[config.mk]
export PLATFORM = sky130hd
export DESIGN_NAME = wdog_top
export DESIGN_NICKNAME = d
export VERILOG_FILES = /design/src/rtl/wdog_pkg.sv /design/src/rtl/wdog_decode.sv /design/src/rtl/wdog_lock.sv /design/src/rtl/wdog_regs.sv /design/src/rtl/wdog_counter.sv /design/src/rtl/wdog_top.sv
export SDC_FILE = /design/constraint.sdc
export NUM_CORES = 1
export LEC_CHECK = 0
export BUFFER_PORTS_ARGS = -buffer_cell sky130_fd_sc_hd__clkbuf_2
export CAP_MARGIN = 20
export CORE_UTILIZATION = 57
export DETAILED_ROUTE_END_ITERATION = 8
export GPL_TIMING_DRIVEN = 1
export HOLD_SLACK_MARGIN = 0.1
export PLACE_DENSITY = 0.87
export SETUP_SLACK_MARGIN = 0.15
export SYNTH_ARGS = -nofsm -noshare
export SYNTH_HDL_FRONTEND = slang
export SYNTH_SLANG_ARGS = --single-unit
[constraint.sdc]
create_clock -name clk_i -period 2.6 [get_ports clk_i]
set_clock_uncertainty 0.05 [all_clocks]
set_input_delay 0.13 -clock clk_i [delete_from_list [all_inputs] [get_ports clk_i]]
set_output_delay 0.13 -clock clk_i [all_outputs]
set_load 0.01 [all_outputs]
[src/rtl/wdog_pkg.sv]
package wdog_pkg;
  localparam int unsigned ADDR_W = 12;

  localparam logic [ADDR_W-1:0] OFF_LOAD  = 12'h000;
  localparam logic [ADDR_W-1:0] OFF_VALUE = 12'h004;
  localparam logic [ADDR_W-1:0] OFF_CTRL  = 12'h008;
  localparam logic [ADDR_W-1:0] OFF_ICR   = 12'h00C;
  localparam logic [ADDR_W-1:0] OFF_RIS   = 12'h010;
  localparam logic [ADDR_W-1:0] OFF_MIS   = 12'h014;
  localparam logic [ADDR_W-1:0] OFF_LOCK  = 12'hC00;

  localparam logic [31:0] UNLOCK_KEY = 32'h1ACCE551;

  localparam int unsigned CTRL_EN_BIT  = 0;
  localparam int unsigned CTRL_RST_BIT = 1;

  typedef enum logic [2:0] {
    SEL_NONE, SEL_LOAD, SEL_VALUE, SEL_CTRL,
    SEL_ICR, SEL_RIS, SEL_MIS, SEL_LOCK
  } reg_sel_e;

  typedef struct packed {
    logic start;    // enable bit newly set
    logic load_wr;  // accepted load-register write
    logic clr;      // accepted interrupt-clear write
  } cnt_cmd_t;
endpackage

[src/rtl/wdog_decode.sv]
module wdog_decode
  import wdog_pkg::*;
(
  input  logic [ADDR_W-1:0] addr_i,
  output reg_sel_e          sel_o
);
  always_comb begin
    case (addr_i)
      OFF_LOAD:  sel_o = SEL_LOAD;
      OFF_VALUE: sel_o = SEL_VALUE;
      OFF_CTRL:  sel_o = SEL_CTRL;
      OFF_ICR:   sel_o = SEL_ICR;
      OFF_RIS:   sel_o = SEL_RIS;
      OFF_MIS:   sel_o = SEL_MIS;
      OFF_LOCK:  sel_o = SEL_LOCK;
      default:   sel_o = SEL_NONE;
    endcase
  end
endmodule

[src/rtl/wdog_lock.sv]
module wdog_lock
  import wdog_pkg::*;
#(
  parameter int unsigned DW = 32
) (
  input  logic          clk_i,
  input  logic          rst_ni,
  input  logic          wr_i,
  input  logic [DW-1:0] wdata_i,
  output logic          locked_o
);
  localparam logic [DW-1:0] KEY = DW'(UNLOCK_KEY);

  always_ff @(posedge clk_i or negedge rst_ni) begin
    if (!rst_ni)   locked_o <= 1'b0;
    else if (wr_i) locked_o <= (wdata_i != KEY);
  end
endmodule

[src/rtl/wdog_regs.sv]
module wdog_regs
  import wdog_pkg::*;
#(
  parameter int unsigned DW = 32
) (
  input  logic          clk_i,
  input  logic          rst_ni,
  input  reg_sel_e      sel_i,
  input  logic          wr_en_i,
  input  logic [DW-1:0] wdata_i,
  input  logic          locked_i,
  input  logic [DW-1:0] cnt_i,
  input  logic          ris_i,
  output logic [DW-1:0] load_o,
  output logic          en_o,
  output logic          rst_en_o,
  output cnt_cmd_t      cmd_o,
  output logic [DW-1:0] rdata_o
);
  logic wr_ok, load_wr, ctrl_wr, mis;

  assign wr_ok   = wr_en_i && !locked_i;
  assign load_wr = wr_ok && (sel_i == SEL_LOAD);
  // control freezes once enable is set
  assign ctrl_wr = wr_ok && (sel_i == SEL_CTRL) && !en_o;
  assign mis     = ris_i && en_o;

  always_ff @(posedge clk_i or negedge rst_ni) begin
    if (!rst_ni)      load_o <= '1;
    else if (load_wr) load_o <= wdata_i;
  end

  always_ff @(posedge clk_i or negedge rst_ni) begin
    if (!rst_ni) begin
      en_o     <= 1'b0;
      rst_en_o <= 1'b0;
    end else if (ctrl_wr) begin
      en_o     <= wdata_i[CTRL_EN_BIT];
      rst_en_o <= wdata_i[CTRL_RST_BIT];
    end
  end

  always_comb begin
    cmd_o.start   = ctrl_wr && wdata_i[CTRL_EN_BIT];
    cmd_o.load_wr = load_wr;
    cmd_o.clr     = wr_ok && (sel_i == SEL_ICR);
  end

  always_comb begin
    rdata_o = '0;
    case (sel_i)
      SEL_LOAD:  rdata_o = load_o;
      SEL_VALUE: rdata_o = cnt_i;
      SEL_CTRL: begin
        rdata_o[CTRL_EN_BIT]  = en_o;
        rdata_o[CTRL_RST_BIT] = rst_en_o;
      end
      SEL_RIS:  rdata_o[0] = ris_i;
      SEL_MIS:  rdata_o[0] = mis;
      SEL_LOCK: rdata_o[0] = locked_i;
      default:  rdata_o = '0;
    endcase
  end
endmodule

[src/rtl/wdog_counter.sv]
module wdog_counter
  import wdog_pkg::*;
#(
  parameter int unsigned DW = 32
) (
  input  logic          clk_i,
  input  logic          rst_ni,
  input  logic          en_i,
  input  logic          rst_en_i,
  input  cnt_cmd_t      cmd_i,
  input  logic [DW-1:0] wdata_i,
  input  logic [DW-1:0] load_i,
  output logic [DW-1:0] cnt_o,
  output logic          ris_o,
  output logic          rst_pulse_o
);
  logic at_zero;
  assign at_zero = (cnt_o == '0);

  always_ff @(posedge clk_i or negedge rst_ni) begin
    if (!rst_ni) begin
      cnt_o       <= '1;
      ris_o       <= 1'b0;
      rst_pulse_o <= 1'b0;
    end else begin
      rst_pulse_o <= 1'b0;
      if (cmd_i.clr) ris_o <= 1'b0;
      if (cmd_i.start) begin
        cnt_o <= load_i;
      end else if (en_i) begin
        if (cmd_i.clr) begin
          cnt_o <= load_i;
        end else if (cmd_i.load_wr) begin
          cnt_o <= wdata_i;
        end else if (at_zero) begin
          cnt_o <= load_i;
          if (ris_o) rst_pulse_o <= rst_en_i;
          else       ris_o       <= 1'b1;
        end else begin
          cnt_o <= cnt_o - 1'b1;
        end
      end
    end
  end
endmodule

[src/rtl/wdog_top.sv]
module wdog_top
  import wdog_pkg::*;
#(
  parameter int unsigned DW = 32
) (
  input  logic              clk_i,
  input  logic              rst_ni,
  input  logic [ADDR_W-1:0] addr_i,
  input  logic              wr_en_i,
  input  logic [DW-1:0]     wdata_i,
  output logic [DW-1:0]     rdata_o,
  output logic              irq_o,
  output logic              sys_rst_o
);
  reg_sel_e      sel;
  cnt_cmd_t      cmd;
  logic          locked, inten, resen, ris;
  logic [DW-1:0] load_q, cnt;

  wdog_decode u_decode (.addr_i(addr_i), .sel_o(sel));

  wdog_lock #(.DW(DW)) u_lock (
    .clk_i(clk_i), .rst_ni(rst_ni),
    .wr_i(wr_en_i && (sel == SEL_LOCK)),
    .wdata_i(wdata_i), .locked_o(locked)
  );

  wdog_regs #(.DW(DW)) u_regs (
    .clk_i(clk_i), .rst_ni(rst_ni), .sel_i(sel), .wr_en_i(wr_en_i),
    .wdata_i(wdata_i), .locked_i(locked), .cnt_i(cnt), .ris_i(ris),
    .load_o(load_q), .en_o(inten), .rst_en_o(resen), .cmd_o(cmd),
    .rdata_o(rdata_o)
  );

  wdog_counter #(.DW(DW)) u_counter (
    .clk_i(clk_i), .rst_ni(rst_ni), .en_i(inten), .rst_en_i(resen),
    .cmd_i(cmd), .wdata_i(wdata_i), .load_i(load_q), .cnt_o(cnt),
    .ris_o(ris), .rst_pulse_o(sys_rst_o)
  );

  assign irq_o = ris && inten;
endmodule

## Yosys cells after proc, flatten, opt, wreduce, memory -nomap -nowiden

Cells that the tools add are included.

| storage, ports and cells | value |
|---|---|
| word-level logic and storage cells | 57 |
| input bits | 47 |
| output and inout port bits | 34 |
| register bits after elaboration | 69 |

| operators by class | value |
|---|---|
| mux-type cells | 22 |
| equal/unequal tests | 14 |
| add/subtract/negate cells | 1 |
| reductions and logical operators | 13 |

Operator list:

| kind | count |
|---|---|
| $mux 32 | 5 |
| $pmux 30 s2 | 1 |
| $logic_not 32->1 | 1 |
| $ne 32x29->1 const B | 1 |
| $sub 32x1->32 const B | 1 |
| $eq 12x4->1 const B | 2 |
| $eq 12x5->1 const B | 2 |
| $pmux 3 s7 | 1 |
| $mux 1 | 13 |
| $eq 12x12->1 const B | 1 |
| $eq 12x3->1 const B | 1 |
| $eq 3x3->1 const B | 4 |
| $logic_not 12->1 | 1 |
| $logic_and 1x1->1 | 8 |
| $eq 3x2->1 const B | 2 |
| $pmux 1 s6 | 1 |
| $eq 3x1->1 const B | 1 |
| $pmux 1 s3 | 1 |
| $logic_not 1->1 | 2 |
| $reduce_bool 2->1 | 1 |

## Longest topological paths before layout

| depth | value |
|---|---|
| word-level depth | 11 |
| gate-level depth with buffers | 9 |
| depth with buffers taken out | 8 |

## Cells and area by module

A second synthesis with hierarchy kept.

| unflattened totals | value |
|---|---|
| cell total of the unflattened synthesis | 537 |
| area, all modules | 4971.0 um2 |

By module, submodules not included:

| module | times used | sequential area each (um2) | area each (um2) | cells each |
|---|---|---|---|---|
| wdog_counter | 1 | 890.9 | 2915.3 | 370 |
| wdog_regs | 1 | 890.9 | 1790.5 | 131 |
| wdog_lock | 1 | 25.0 | 126.4 | 14 |
| wdog_decode | 1 | 0.0 | 123.9 | 20 |
| wdog_top | 1 | 0.0 | 15.0 | 2 |

## Worst setup path before layout

OpenSTA, ideal clock, no wires.

| timing | value |
|---|---|
| path type | register -> register |
| start | reg u_counter.cnt_o[19] |
| end | reg u_counter.cnt_o[31] |
| library setup time | 0.088 ns |
| data arrival time | 2.001 ns |
| clock period less this slack | 2.139 ns |
| buffers on the path | 0 |
| stages on the path, launching flop included | 7 |
| data required time | 2.462 ns |
| slack | 0.461 ns |
| cell sequence | dfstp_2 -> or4_4 -> or3_4 -> nor3_4 -> a211o_1 -> o2111ai_1 -> a221oi_2 |

| between the ends | value |
|---|---|
| word-level cells in the longest chain between the ends | 6 |
| elaborated cells on any way between the ends | 7 |
| classes of those cells | add/sub (1); mux (5); reduce/logical (1) |

Ends and longest elaborated chain:

| what | line | RTL |
|---|---|---|
| start, declared | wdog_counter.sv:13 | `output logic [DW-1:0] cnt_o,` |
| start signal, assigned | wdog_counter.sv:29 | `cnt_o <= load_i;` |
| start signal, assigned | wdog_counter.sv:32 | `cnt_o <= load_i;` |
| start signal, assigned | wdog_counter.sv:34 | `cnt_o <= wdata_i;` |
| $sub 32x1->32 / $logic_not 32->1 (equally long branches) | wdog_counter.sv:40, wdog_counter.sv:18 |  |
| $mux 32 * | wdog_counter.sv:35 | `end else if (at_zero) begin` |
| $mux 32 * | wdog_counter.sv:33 | `end else if (cmd_i.load_wr) begin` |
| $mux 32 * | wdog_counter.sv:31 | `if (cmd_i.clr) begin` |
| $mux 32 * | wdog_counter.sv:30 | `end else if (en_i) begin` |
| $mux 32 * | wdog_counter.sv:28 | `if (cmd_i.start) begin` |

Mark *: on every way between the ends. The rest lies on a longest branch, timed or not. The select of a mux whose other input is x is not followed.
A chain may end at the register's enable or synchronous reset.

## Worst setup path in the final report

Same ends and word-level chain as after synthesis.

==> key figures <==
Run status
  – Status: complete, no violations

GRT
  – First-pass GRT wire length: 27100 um
  – Grt total ovfl: 0
  – Largest net degree at the start of global routing: 70
  – Initial antenna violation count: 0
  – GRT Resource Usage Total: 0.402
  – Vias in the first global route: approximately 5400

Worst setup path
  – Worst-path cell chain: or4_4 -> or3_4 -> nor3_4 -> a211o_1 -> o2111ai_1 -> a221oi_2
  – Crit path max-delay family: simple AND/OR/NAND/NOR gates
  – Startpoint types: flop
  – Slowest-stage cell, CP: or4_4
  – Setup crit start: u_counter.cnt_o[19]$_DFFE_PN1P_
  – Critical path fanouts, max: 6
  – Instance count on the critical path: 6
  – CP Class: reg -> reg
  – Largest stage delay on the critical path: around 0.56 ns
  – Reg2reg start: u_counter.cnt_o[19]$_DFFE_PN1P_
  – CP Buf/Inv Count: 0
  – Critical Path End Type: flop
  – Req. time, crit path: between 2 and 3 ns
  – Arrival @ worst endpoint: 2.58 ns
  – FF-to-FF path depth: 6

Floorplanning
  – Core area: slightly above 8000 um2
  – Rows: 33
  – Starting Density: 0.587
  – Die Area: about 9000 um2
  – # IOs: 81
  – Chip height: 94.0 um
  – Die X: between 90 and 100 um

Clock network
  – Clock root cell: clkbuf_8
  – TritonCTS buffer count: 9
  – Clock Latency Late Sink: 0.36 ns
  – Clock Sinks: 69
  – TritonCTS clock tree: yes
  – Clk slew on worst S/H paths: 0.08 ns
  – Htree depth: 3
  – Worst-case clock buffer depth: 2

Route
  – Initial DRC count: about 740
  – # DRC: 0
  – Number of antenna-violating nets in the routed design: 0
  – Final Routed Wirelength: approximately 17000 um
  – DR vias/cell: 6.91
  – Routed vias: 5699
  – Per-cell routed wire length: 20.7 um
  – First-pass iteration count of the detailed router: 5

STA
  – Setup ws final: 0.231 ns
  – Unrepaired setup endpoints after global routing: true
  – Final Hold Vio Count: 0
  – Worst-margin pin slew: 0.566 ns
  – Max Transition Viols Final: 0
  – Fmax: 422 MHz
  – Period utilization: 0.911
  – Final min period: between 2 and 2.5 ns
  – Setup violations, final: 0
  – Slew Limit Headroom: 0.622
  – Final setup TNS: 0 ns

Synthesis
  – Post-Syn Area per Cell: 8.16 um2
  – Main combinational cell family by area after synthesis: simple AND/OR/NAND/NOR gates
  – Sequential share of the synthesized area: 0.375
  – Syn_nets: 640
  – Count leader, synth: nand2_1
  – Synth Area in Adders: 0.00519
  – Syn Inst Count: 591
  – Post-synth ARST share: 1.00
  – Largest cells by area after synthesis: dfstp_2 35%, nand2_1 9.3%, a22o_1 6.0%
  – Synth unique cells: 66
  – Commonest register cell after synthesis: dfstp_2
  – Ys Warns: 0
  – Number of synthesized flops with an enable pin: 0
  – Yosys top cell area share: 0.349
  – Post-Syn Area: 4820 um2
  – Simple-Gate Fraction of Synth Area: 0.291
  – Post-synth top cells: 119 x nand2_1, 64 x dfstp_2, 39 x nor2_1
  – #FFs+latches synth: just under 70
  – Compound-Gate Fraction of Synth Area: 0.245
  – XOR/XNOR Fraction of Synth Area: 0.0309
  – Multiplexer share of the synthesized area: 0.0114
  – Synth area leader: dfstp_2

Min path
  – Hold Crit Class: in -> reg
  – Hold path cells: 4
  – Hold path start: addr_i[11]

Layout
  – Layout cell share with drive strength beyond 1: 0.314
  – Nets@finish: 764
  – Area Growth Syn to Fin: 27.8%
  – Antenna Cells: 0
  – Filler instances: 594

Power
  – Max VDD drop: around 0.47 mV
  – PD cells: between 400 and 500 nW/um2
  – P_leak: between 2 and 3 nW

Placed design
  – Pre-CTS WS: between 0.05 and 0.06 ns
  – GPL Wtd Cong: 0.920
  – Final HPWL DP: between 10000 and 15000 um
  – PortBufs: 80

Run
  – Max-cap violations: 0
-- stage by stage --
| stage | util | total power [W] | instance area [um2] | std cells | hold slack, ns |
|---|---|---|---|---|---|
| 2_1_floorplan | - | 0.00149 | 4820 | 591 | -0.216 |
| 3_3_place_gp | 0.667 | 0.00167 | 5480 | 765 | 0.132 |
| 3_5_place_dp | 0.667 | 0.00169 | 5480 | 765 | 0.133 |
| 4_1_cts | 0.737 | 0.00271 | 6060 | 816 | 0.194 |
| 5_1_grt | 0.750 | 0.00284 | 6160 | 825 | 0.226 |
| 6_report | 0.750 | 0.00275 | 6160 | 825 | 0.212 |
-- cell type report --
type,count,area [um2],area share
clock buffers,10,128,0.0207
clock inverters,6,86.3,0.0140
inverters,8,33.8,0.00548
multi-input cells,473,2860,0.465
flip-flops and latches,69,1810,0.293
well taps,105,131,0.0213
repair buffers,154,1110,0.181
-- worst reg2reg max path, delay by kind of cell, from the launching register on --
family	cells	cell delay, ns
flops	1	0.40
compound gates	3	0.65
simple gates	3	1.19
-- sequential cells by signal, indices dropped and copies added (netlist names) --
name	flops
u_counter.rst_pulse_o	1
u_counter.ris_o	1
u_regs.en_o	1
u_lock.locked_o	1
u_regs.rst_en_o	1
u_counter.cnt_o	32
u_regs.load_o	32
-- power breakdown --
part	total [W]	internal (W)	switching, W
sequential	0.00121	0.00114	0.0000698
clock	0.000989	0.000541	0.000448
combinational	0.000551	0.000248	0.000304
-- timing repair --
item / in CTS / in global routing
setup endpoints to repair: 10 / 53
gates resized for setup: 3 / 7
hold buffers: 35 / 0
endpoints found under the hold margin: 116 / 0
pin swaps: 0 / 4
setup buffers: 0 / 9
-- final timing paths --
path	end	slack (ns)
worst max-delay path	u_counter.cnt_o[31]$_DFFE_PN1P_	0.23
worst min register to register	u_regs.load_o[15]$_DFFE_PN1P_	0.42
worst min-delay path	u_lock.locked_o$_DFFE_PN0P_	0.21
min in group asynchronous	u_counter.ris_o$_DFF_PN0_	0.28
max in group asynchronous	u_counter.cnt_o[28]$_DFFE_PN1P_	1.89
worst max register to register	u_counter.cnt_o[31]$_DFFE_PN1P_	0.23
-- routing by layer --
metal  up-vias  GRT usage  wire length (um)
li1       2445          -                 -
met1      2599      0.500              6260
met2       512      0.623              7670
met3       143      0.104              2140
met4         0      0.242              1020
met5         -          0                 0
-- cell families (layout without fill, tap and decap cells) --
| logic type | after synthesis | in the layout |
|---|---|---|
| and+or+nand+nor | 277 | 277 |
| muxes | 5 | 5 |
| buffers and inverters | 49 | 178 |
| adders and majority gates | 2 | 2 |
| xor gates and xnor gates | 17 | 17 |
| AOI/OAI and AO/OA | 172 | 172 |
| DFF | 69 | 69 |
-- placed cells by master, fill, tap and decap left out, drive strengths merged, types with 14 or more instances in the layout --
cell type,instances
a22o,33
nor3,23
nand2,119
buf,40
o21ai,31
nand3,23
a31oi,14
dlygate4sd3,35
clkbuf,89
nor2,39
dfstp,64
a21oi,37
Power figures use the tool's default switching activity.
